===== config.mk =====
export PLATFORM = sky130hd
export DESIGN_NAME = serial_frame_xcvr
export DESIGN_NICKNAME = d
export VERILOG_FILES = /design/src/rtl/serial_frame_pkg.sv /design/src/rtl/sf_mode_reg.sv /design/src/rtl/sf_tx_engine.sv /design/src/rtl/sf_rx_engine.sv /design/src/rtl/serial_frame_xcvr.sv
export SDC_FILE = /design/constraint.sdc
export NUM_CORES = 1
export LEC_CHECK = 0
export BUFFER_PORTS_ARGS = -buffer_cell sky130_fd_sc_hd__clkbuf_2
export CORE_MARGIN = 2
export CORE_UTILIZATION = 50
export DETAILED_ROUTE_END_ITERATION = 7
export GPL_TIMING_DRIVEN = 0
export HOLD_SLACK_MARGIN = 0.03
export PLACE_DENSITY = 0.71
export RECOVER_POWER = 25
export SYNTH_ARGS = -nofsm -noshare
export SYNTH_HDL_FRONTEND = slang
export SYNTH_SLANG_ARGS = --single-unit

===== constraint.sdc =====
create_clock -name clk -period 4.2 [get_ports clk]
set_input_delay 0 -clock clk [delete_from_list [all_inputs] [get_ports clk]]
set_output_delay 0 -clock clk [all_outputs]
set_load 0.02 [all_outputs]

===== src/rtl/serial_frame_pkg.sv =====
package serial_frame_pkg;

  localparam int SF_MODE_W    = 5;
  localparam int SF_FRAME_MAX = 12;
  localparam int SF_LEN_W     = $clog2(SF_FRAME_MAX + 1);

  typedef struct packed {
    logic mp_en;
    logic stop2;
    logic par_odd;
    logic par_en;
    logic char7;
  } sf_mode_t;

  typedef enum logic [1:0] {
    RX_IDLE  = 2'd0,
    RX_START = 2'd1,
    RX_BITS  = 2'd2
  } sf_rx_state_e;

endpackage


===== src/rtl/sf_mode_reg.sv =====
module sf_mode_reg
  import serial_frame_pkg::*;
(
  input  logic                 clk,
  input  logic                 rst,
  input  logic                 wr_en,
  input  logic [SF_MODE_W-1:0] wr_data,
  output sf_mode_t             mode_q
);

  always_ff @(posedge clk) begin
    if (rst)        mode_q <= '0;
    else if (wr_en) mode_q <= sf_mode_t'(wr_data);
  end

endmodule


===== src/rtl/sf_tx_engine.sv =====
module sf_tx_engine
  import serial_frame_pkg::*;
#(
  parameter int OVERSAMPLE = 16
) (
  input  logic       clk,
  input  logic       rst,
  input  logic       tick,
  input  sf_mode_t   mode,
  input  logic [7:0] tx_data,
  input  logic       tx_load,
  input  logic       tx_mpb,
  output logic       tx_ready,
  output logic       txd
);

  localparam int CNT_W = $clog2(OVERSAMPLE);
  localparam logic [CNT_W-1:0] CNT_LAST = CNT_W'(OVERSAMPLE - 1);

  logic [SF_FRAME_MAX-1:0] frame_nx, shreg;
  logic [SF_LEN_W-1:0]     len_nx, bits_left;
  logic [CNT_W-1:0]        tcnt;
  logic                    busy, txd_q;
  logic                    has_x, x_bit, par_bit;

  // Frame image for the current mode, start bit in position 0.
  always_comb begin
    par_bit  = (mode.char7 ? ^tx_data[6:0] : ^tx_data) ^ mode.par_odd;
    has_x    = mode.mp_en | mode.par_en;
    x_bit    = mode.mp_en ? tx_mpb : par_bit;
    frame_nx = '1;
    frame_nx[0] = 1'b0;
    if (mode.char7) begin
      frame_nx[7:1] = tx_data[6:0];
      if (has_x) frame_nx[8] = x_bit;
    end else begin
      frame_nx[8:1] = tx_data;
      if (has_x) frame_nx[9] = x_bit;
    end
    len_nx = SF_LEN_W'(mode.char7 ? 8 : 9) + SF_LEN_W'(has_x)
           + (mode.stop2 ? SF_LEN_W'(2) : SF_LEN_W'(1));
  end

  always_ff @(posedge clk) begin
    if (rst) begin
      busy      <= 1'b0;
      txd_q     <= 1'b1;
      shreg     <= '1;
      bits_left <= '0;
      tcnt      <= '0;
    end else if (!busy) begin
      if (tx_load) begin
        busy      <= 1'b1;
        shreg     <= frame_nx;
        bits_left <= len_nx;
        tcnt      <= '0;
        txd_q     <= 1'b0;
      end
    end else if (tick) begin
      if (tcnt == CNT_LAST) begin
        tcnt      <= '0;
        bits_left <= bits_left - 1'b1;
        if (bits_left == SF_LEN_W'(1)) begin
          busy  <= 1'b0;
          txd_q <= 1'b1;
        end else begin
          txd_q <= shreg[1];
          shreg <= {1'b1, shreg[SF_FRAME_MAX-1:1]};
        end
      end else begin
        tcnt <= tcnt + 1'b1;
      end
    end
  end

  assign tx_ready = ~busy;
  assign txd      = txd_q;

  a_r6_ready_drops: assert property (@(posedge clk) disable iff (rst)
    (tx_load && tx_ready) |=> !tx_ready);

  a_r6_start_low: assert property (@(posedge clk) disable iff (rst)
    (tx_load && tx_ready) |=> !txd);

  a_r2_idle_high: assert property (@(posedge clk) disable iff (rst)
    tx_ready |-> txd);

endmodule


===== src/rtl/sf_rx_engine.sv =====
module sf_rx_engine
  import serial_frame_pkg::*;
#(
  parameter int OVERSAMPLE  = 16,
  parameter int SYNC_STAGES = 2
) (
  input  logic       clk,
  input  logic       rst,
  input  logic       tick,
  input  logic       rxd,
  input  logic       char7,
  input  logic       par_en,
  input  logic       par_odd,
  input  logic       mp_en,
  input  logic       rx_read,
  output logic [7:0] rx_data,
  output logic       rx_valid,
  output logic       rx_mpb,
  output logic       rx_perr,
  output logic       rx_ferr,
  output logic       rx_oerr
);

  localparam int CNT_W = $clog2(OVERSAMPLE);
  localparam logic [CNT_W-1:0] CNT_LAST = CNT_W'(OVERSAMPLE - 1);
  localparam logic [CNT_W-1:0] CNT_HALF = CNT_W'(OVERSAMPLE / 2 - 1);

  logic rx_s, prev_q;

  // Input synchronizer; depth chosen by parameter.
  generate
    if (SYNC_STAGES <= 1) begin : g_sync1
      logic s_q;
      always_ff @(posedge clk) begin
        if (rst) s_q <= 1'b1;
        else     s_q <= rxd;
      end
      assign rx_s = s_q;
    end else begin : g_syncn
      logic [SYNC_STAGES-1:0] s_q;
      always_ff @(posedge clk) begin
        if (rst) s_q <= '1;
        else     s_q <= {s_q[SYNC_STAGES-2:0], rxd};
      end
      assign rx_s = s_q[SYNC_STAGES-1];
    end
  endgenerate

  sf_rx_state_e state;
  logic [CNT_W-1:0] tcnt;
  logic [3:0]       bcnt, last_idx;
  logic [8:0]       sh, aligned;
  logic [7:0]       data_v;
  logic             x_v, par_calc, perr_v, deliver;

  assign last_idx = (char7 ? 4'd7 : 4'd8) + {3'b0, par_en | mp_en};
  assign deliver  = (state == RX_BITS) && tick && (tcnt == CNT_LAST) && (bcnt == last_idx);

  always_comb begin
    aligned  = sh >> (4'd9 - bcnt);
    data_v   = char7 ? {1'b0, aligned[6:0]} : aligned[7:0];
    x_v      = char7 ? aligned[7] : aligned[8];
    par_calc = ^data_v ^ par_odd;
    perr_v   = par_en & ~mp_en & (x_v != par_calc);
  end

  always_ff @(posedge clk) begin
    if (rst) begin
      prev_q <= 1'b1;
      state  <= RX_IDLE;
      tcnt   <= '0;
      bcnt   <= '0;
      sh     <= '0;
    end else begin
      prev_q <= rx_s;
      case (state)
        RX_IDLE: begin
          if (prev_q && !rx_s) begin
            state <= RX_START;
            tcnt  <= '0;
          end
        end
        RX_START: begin
          if (tick) begin
            if (tcnt == CNT_HALF) begin
              tcnt  <= '0;
              bcnt  <= '0;
              state <= rx_s ? RX_IDLE : RX_BITS;
            end else begin
              tcnt <= tcnt + 1'b1;
            end
          end
        end
        RX_BITS: begin
          if (tick) begin
            if (tcnt == CNT_LAST) begin
              tcnt <= '0;
              if (bcnt == last_idx) begin
                state <= RX_IDLE;
              end else begin
                sh   <= {rx_s, sh[8:1]};
                bcnt <= bcnt + 1'b1;
              end
            end else begin
              tcnt <= tcnt + 1'b1;
            end
          end
        end
        default: state <= RX_IDLE;
      endcase
    end
  end

  always_ff @(posedge clk) begin
    if (rst) begin
      rx_data  <= '0;
      rx_valid <= 1'b0;
      rx_mpb   <= 1'b0;
      rx_perr  <= 1'b0;
      rx_ferr  <= 1'b0;
      rx_oerr  <= 1'b0;
    end else if (deliver) begin
      rx_data  <= data_v;
      rx_valid <= 1'b1;
      rx_mpb   <= mp_en & x_v;
      rx_perr  <= perr_v;
      rx_ferr  <= ~rx_s;
      rx_oerr  <= rx_valid & ~rx_read;
    end else if (rx_read) begin
      rx_valid <= 1'b0;
      rx_oerr  <= 1'b0;
    end
  end

  a_r11_valid_on_done: assert property (@(posedge clk) disable iff (rst)
    deliver |=> rx_valid);

  a_r11_read_clears: assert property (@(posedge clk) disable iff (rst)
    (rx_read && !deliver) |=> (!rx_valid && !rx_oerr));

  a_r9_flags_hold: assert property (@(posedge clk) disable iff (rst)
    !deliver |=> ($stable(rx_perr) && $stable(rx_ferr) && $stable(rx_mpb)));

  a_r8_msb_zero: assert property (@(posedge clk) disable iff (rst)
    (deliver && char7) |=> !rx_data[7]);

endmodule


===== src/rtl/serial_frame_xcvr.sv =====
module serial_frame_xcvr
  import serial_frame_pkg::*;
#(
  parameter int OVERSAMPLE  = 16,
  parameter int SYNC_STAGES = 2
) (
  input  logic       clk,
  input  logic       rst,
  input  logic       baud_tick16,
  input  logic       mode_wr,
  input  logic [4:0] mode_wdata,
  input  logic [7:0] tx_data,
  input  logic       tx_load,
  input  logic       tx_mpb,
  output logic       tx_ready,
  output logic       txd,
  input  logic       rxd,
  input  logic       rx_read,
  output logic [7:0] rx_data,
  output logic       rx_valid,
  output logic       rx_mpb,
  output logic       rx_perr,
  output logic       rx_ferr,
  output logic       rx_oerr
);

  sf_mode_t mode;

  sf_mode_reg u_mode (
    .clk     (clk),
    .rst     (rst),
    .wr_en   (mode_wr),
    .wr_data (mode_wdata),
    .mode_q  (mode)
  );

  sf_tx_engine #(.OVERSAMPLE(OVERSAMPLE)) u_tx (
    .clk      (clk),
    .rst      (rst),
    .tick     (baud_tick16),
    .mode     (mode),
    .tx_data  (tx_data),
    .tx_load  (tx_load),
    .tx_mpb   (tx_mpb),
    .tx_ready (tx_ready),
    .txd      (txd)
  );

  sf_rx_engine #(.OVERSAMPLE(OVERSAMPLE), .SYNC_STAGES(SYNC_STAGES)) u_rx (
    .clk      (clk),
    .rst      (rst),
    .tick     (baud_tick16),
    .rxd      (rxd),
    .char7    (mode.char7),
    .par_en   (mode.par_en),
    .par_odd  (mode.par_odd),
    .mp_en    (mode.mp_en),
    .rx_read  (rx_read),
    .rx_data  (rx_data),
    .rx_valid (rx_valid),
    .rx_mpb   (rx_mpb),
    .rx_perr  (rx_perr),
    .rx_ferr  (rx_ferr),
    .rx_oerr  (rx_oerr)
  );

endmodule


==> reports/qor.txt, run 1 <==
Via count: 2949
FF+latch count, synth: 59
GRT Overall Usage: 22.4%
Crit share post-route: 66.4%
Port Buf Inserts: 33
Global-route wire length before repair: 13.1 mm
Final ANT Viol Nets: 0
Crit path top cell by count: xnor2_1
DRC Markers: 0
Leakage: 0.00156 uW
Hold Buf Count CTS: 8
CTS sink cnt: 59
Fin worst setup slack: 1.41 ns
Buf/Inv on CP: 3
Syn Inst Count: 404
Vias in the first global route: 2836
Status: finished clean
Die ar.: 7400 sq um
Num ports: 36
Pins Over Slew Limit: 0
Reg-to-reg endpoint: u_rx.rx_perr
Clk_lat worst skew: 0.34 ns
Maximum VDD drop: 0.312 mV
Post-CTS sizing: 0
Final Util: 61.2%
Largest net degree at the start of global routing: 11
Initial antenna violation count: 0
HPWL after DPL: 5.54 mm
Startpoint types: flip-flop
Max_cap viols: 0
Power density over the cells: 353 nW/um^2
Nets: 492
Share of cells above drive strength 1: 13.0%
Syn avg cell area: 8.32 sq um
Placed inst area: 3620 sq um
Die Ht: 86.0 microns
Setup TNS: 0 ns
Place WS: 1.47 ns
Reg clk slew, reported paths: 0.07 ns
Maximum fanout along the worst path: 10
CTS buffer count: 9
Final WL: 7.62 mm
Slowest CP cell: dfxtp_1
Netlist Area Pre-Place: 3360 sq um
Initial Utilization: 52.4%
Clock buffer depth: 2
Number of flops mapped to enable cells by yosys: 0
Antenna diodes: 0
Main synth FF type: dfxtp_1
FMAX: 358 MHz
Root Driver: clkbuf_8
TritonRoute pass-1 iters: 4
Commonest cells after routing, fill and taps aside: dfxtp_1, nor2_1, nand2_1
Final setup vio count: 0
Slew headroom: 62.7%
Core area: 6420 sq um
Crit path kind: reg -> reg
Top cell family by delay on the critical path: XOR/XNOR gates
Worst setup path end: u_rx.rx_perr
WP data arrival: 3.02 ns
Hold Fails Final Rpt: 0
CP Depth: 12
Via density per instance: 5.48
Crit-path cells: buf_6 -> buf_2 -> inv_1 -> ha_1 -> xnor2_2 -> and2b_1 -> nand2_1 -> mux2_4 -> xor2_2 -> xnor2_1 -> xnor2_1 -> o21ai_1
RSZ-0062 raised after global routing: no
Die width: 86.0 microns
Commonest non-fill, non-tap cell in the layout: dfxtp_1
Yosys Warn Count: 0
Grt total ovfl: 0
Reg2reg path depth: 12
Worst min path class: in -> reg
FILL cells: 587
Critical Path RT: 4.43 ns
Post-Syn Nets: 440
DR WL/cell: 14.2 microns
Fraction of registers with async set/reset: 0%
R2R setup slack: 1.41 ns
Crit. Startpoint: u_rx.bcnt[1]
Number of buffers added for setup after CTS: 0
Crit. End Element: flip-flop
Register area share after synthesis: 35.1%
Slew at the pin with the worst max-slew slack: 0.556 ns
CTS tree: done
Worst stage delay on the critical path: 0.41 ns
DRT iter0 DRCs: 122
Minimum clock period: 2.79 ns
Core Rows: 29
Placer Congestion: 0.876
Design area: 3930 sq um
Clock Skews: 0.00875 ns
Launching point of the worst reg2reg path: u_rx.bcnt[1]
Post-synthesis cell type count: 47
H-Tree Level Count: 3
Syn-to-layout area delta: 16.9%
-- where the power goes --
part	switching, uW	total [uW]	internal (uW)
sequential	15.9	595	579
clock	220	629	408
combinational	91.7	165	73.6
-- synthesized netlist by cell type (all sizes together) (11+ instances only) --
| cell | instances | area share [%] |
|---|---|---|
| inv | 11 | 1.2 |
| a21oi | 29 | 4.3 |
| ha | 14 | 5.2 |
| nand2b | 12 | 2.2 |
| clkbuf | 16 | 1.8 |
| mux2i | 33 | 9.8 |
| nor2 | 50 | 5.6 |
| dfxtp | 59 | 35 |
| nand3 | 12 | 1.8 |
| o21ai | 28 | 4.3 |
| nand2 | 49 | 5.5 |
| xnor2 | 21 | 5.9 |
-- how the worst min path moves through the flow --
| stage | end | depth (start not counted) | startpoint |
|---|---|---|---|
| 2_1_floorplan | u_rx.rx_oerr | 1 | rx_read |
| 3_3_place_gp | u_rx.rx_oerr | 2 | rx_read |
| 3_5_place_dp | u_rx.g_syncn.s_q[0] | 2 | rxd |
| 4_1_cts | u_tx.tcnt[1] | 3 | baud_tick16 |
| 5_1_grt | u_tx.tcnt[1] | 3 | baud_tick16 |
| 6_report | u_tx.shreg[6] | 5 | tx_data[5] |
-- layer usage --
| layer | share of wire (%) | GRT usage [%] | routed length (microns) |
|---|---|---|---|
| met1 | 47 | 29.4 | 3560 |
| met2 | 46 | 35.9 | 3520 |
| met3 | 5.9 | 6.35 | 449 |
| met4 | 1.2 | 6.78 | 89 |
| met5 | 0 | 0 | 0 |
-- state kept, by name, indices dropped and copies added, names as in the netlist, 2 cells and up --
register          flops
u_rx.tcnt             4
u_rx.rx_data          8
u_tx.shreg            9
u_rx.state            2
u_rx.g_syncn.s_q      2
u_tx.tcnt             4
u_rx.sh               9
u_rx.bcnt             4
u_tx.bits_left        4
u_mode.mode_q         5
-- worst min-delay path, delay by kind of cell --
kind	cells	cell delay, ns
AOI/OAI and AO/OA	1	0.07
buffers and inverters	1	0.10
muxes	1	0.06
and+or+nand+nor	2	0.13
-- metrics by stage --
stage          power [uW]  hold slack (ns)  std cells
2_1_floorplan         722           0.0793        404
3_3_place_gp          760            0.178        514
3_5_place_dp          766            0.188        514
4_1_cts              1400           0.0324        538
5_1_grt              1450           0.0619        538
6_report             1390           0.0477        538
-- layout make-up --
type	count	area (sq um)	share of cell area, %
Buffer	21	97.6	2.48
Multi-Input combinational cell	313	2040	52.0
Timing Repair Buffer	41	230	5.86
Clock buffer	11	141	3.60
Clock inverter	5	100	2.55
Inverter	11	41.3	1.05
Tap cell	77	96.3	2.45
Sequential cell	59	1180	30.0
-- kinds of logic (layout without fill, tap and decap cells) --
logic type / after synthesis / after routing / share of synthesized area [%]
buffers and inverters: 32 / 89 / 4.13
DFF: 59 / 59 / 35.1
muxes: 42 / 42 / 13.6
xor gates and xnor gates: 25 / 25 / 7.18
and+or+nand+nor: 156 / 156 / 21.5
AOI/OAI and AO/OA: 75 / 75 / 12.7
adders and majority gates: 15 / 15 / 5.80
Note: power is estimated with default switching activity, not from simulation.
==> run 2, diff against run 1 <==
Settings changed: PLACE_DENSITY 0.71 to 0.73.
Clock period 4.2 ns to 2.2 ns, I/O delays scaled along.
==> run 2 against run 1 <==
Against the previous run:
- power rose by 75%
- largest power group is now sequential cells
- clock-buffer cell count did not move
- sequential power rose by 92%
- worst setup slack got worse by 1.4 ns
- highest routed layer unchanged
- cell count rose by 2.2%
- critical endpoint unchanged
- the run now ends with negative setup slack left
==> reports/qor.txt, run 2 (same netlist as run 1, synthesis figures left out) <==
Reg clk slew, reported paths: 0.07 ns (about the same)
Die Ht: 86.0 microns (unchanged)
DR WL/cell: 15.1 microns (+6.3%)
Num ports: 36 (unchanged)
Minimum clock period: 2.23 ns (-0.559 ns)
Crit. Startpoint: u_rx.bcnt[1]
Maximum fanout along the worst path: 4 (-6)
Core area: 6420 sq um (unchanged)
Commonest cells after routing, fill and taps aside: dfxtp_1, nor2_1, nand2_1
Port Buf Inserts: 33 (unchanged)
Placed inst area: 3660 sq um (+0.90%)
GRT Overall Usage: 23.0% (+0.62 points)
Initial antenna violation count: 0 (unchanged)
Switching Fraction: 25.9% (+2.3 points)
Largest regs: u_rx.sh x9, u_tx.shreg x9, u_rx.rx_data x8
Final setup vio count: 1 (+1)
Crit path kind: reg -> reg
Clock buffer depth: 2 (unchanged)
Clock power share: 39.1% (-6.2 points)
Worst setup path end: u_rx.rx_perr
Power density over the cells: 583 nW/um^2 (+65%)
Maximum VDD drop: 0.391 mV (+25%)
Vias in the first global route: 2884 (+1.7%)
FMAX: 448 MHz (+25%)
Reg-to-reg endpoint: u_rx.rx_perr
Gate power share: 14.1% (+2.2 points)
Clk_lat worst skew: 0.34 ns (about the same)
Status: finished, violations left
Nets: 506 (+2.8%)
Placer Congestion: 0.848 (-3.2%)
Crit-path cells: buf_12 -> mux2_4 -> mux2_4 -> xnor2_2 -> mux2_4 -> xor2_2 -> xnor2_2 -> xnor2_1 -> o21ai_1
Fin worst setup slack: -0.0310 ns (-1.44 ns)
CTS sink cnt: 59 (unchanged)
Hold Fails Final Rpt: 0 (unchanged)
R2R setup slack: -0.03 ns (-1.44 ns)
Launching point of the worst reg2reg path: u_rx.bcnt[1]
Largest net degree at the start of global routing: 11 (unchanged)
Final ANT Viol Nets: 0 (unchanged)
Leakage: 0.00165 uW (+5.9%)
Worst stage delay on the critical path: 0.36 ns (-0.05 ns)
Final WL: 8.28 mm (+8.6%)
Failing checks: negative setup slack
Antenna diodes: 0 (unchanged)
Post-Layout Cell Count: 550 (+2.2%)
CTS tree: done
Root Driver: clkbuf_8
Crit share post-route: 101% (+35 points)
Crit. End Element: flip-flop
DRC Markers: 0 (unchanged)
RSZ-0062 raised after global routing: yes
Placed Instances: 514 (unchanged)
H-Tree Level Count: 3 (unchanged)
Int Pwr: 1800 uW (+70%)
Worst min path class: in -> reg
Switching pwr: 628 uW (+91%)
WP data arrival: 2.46 ns (-0.56 ns)
HP Start: tx_data[1]
Setup TNS: -0.0310 ns (-0.0310 ns)
DRT iter0 DRCs: 158 (+30%)
Die width: 86.0 microns (unchanged)
Global-route wire length before repair: 13.4 mm (+2.1%)
Design area: 4170 sq um (+6.0%)
Die ar.: 7400 sq um (unchanged)
Slowest CP cell: dfxtp_4
Syn-to-layout area delta: 23.8%
Core Rows: 29 (unchanged)
Crit path top cell by count: mux2_4
Initial Utilization: 52.4% (unchanged)
Via count: 3003 (+1.8%)
Pins Over Slew Limit: 0 (unchanged)
Share of cells above drive strength 1: 19.7% (+6.6 points)
Slew at the pin with the worst max-slew slack: 0.640 ns (+0.0835 ns)
CTS buffer count: 9 (unchanged)
Sequential share of power: 46.8% (+4.0 points)
Critical Path RT: 2.43 ns (-2.00 ns)
Grt total ovfl: 0 (unchanged)
Via density per instance: 5.46 (-0.39%)
Startpoint types: flip-flop
Max_cap viols: 0 (unchanged)
TritonRoute pass-1 iters: 4 (unchanged)
Reg2reg path depth: 9 (-3)
HPWL after DPL: 5.65 mm (+2.0%)
Commonest non-fill, non-tap cell in the layout: dfxtp_1
Place WS: -0.578 ns (-2.04 ns)
Slew headroom: 57.4% (-5.3 points)
Clock Skews: 0.00594 ns (-0.00281 ns)
## run 2: per-layer routing
layer,GRT usage [%],routed length (microns)
met5,0,0
met4,8.80,138
met3,5.10,372
met2,38.7,3930
met1,28.7,3840
## run 2: power by group through the flow
| stage | registers, uW | logic [uW] | clock network (uW) |
|---|---|---|---|
| final | 1140 | 343 | 948 |
| after global routing | 1140 | 384 | 1020 |
| after CTS | 1130 | 328 | 962 |
| after detailed placement | 1160 | 304 | 0 |
| after global placement | 1160 | 296 | 0 |
| after floorplan | 1150 | 228 | 0 |
## run 2: final cells by class
class	instances	area (sq um)
Fill cell	563	2260
Multi-Input combinational cell	313	2170
Sequential cell	59	1190
Timing Repair Buffer	56	365
Clock buffer	11	141
Buffer	20	129
Tap cell	77	96.3
Inverter	11	41.3
Clock inverter	3	40.0
## run 2: critical path: cells and delay by family (launching register included)
family / cells / cell delay, ns
xor gates and xnor gates: 4 / 0.64
muxes: 3 / 0.92
AOI/OAI and AO/OA: 1 / 0.07
DFF: 1 / 0.36
buffers and inverters: 1 / 0.13
## run 2: timing repair
item | in CTS | in global routing
hold buffers | 10 | 0
endpoints found under the setup margin | 35 | 28
gates cloned | 0 | 1
buffers inserted | 7 | 5
resized for setup | 15 | 23
pin swaps | 5 | 4
hold endpoints to repair | 11 | 0
## run 2: stage by stage
step	hold WS, ns	util [%]	power [uW]
finish	0.0365	64.9	2430
global placement	0.180	56.9	1450
global route	0.0679	64.9	2540
detailed placement	0.180	56.9	1460
CTS	0.0308	62.8	2420
floorplan	0.0793	-	1380
## run 2: how the worst min path moves through the flow
stage	endpoint	cells after the start
5_1_grt	u_tx.shreg[7]	5
2_1_floorplan	u_rx.rx_oerr	1
3_5_place_dp	u_rx.rx_oerr	2
6_report	u_tx.shreg[2]	5
4_1_cts	u_tx.shreg[2]	5
3_3_place_gp	u_rx.rx_oerr	2
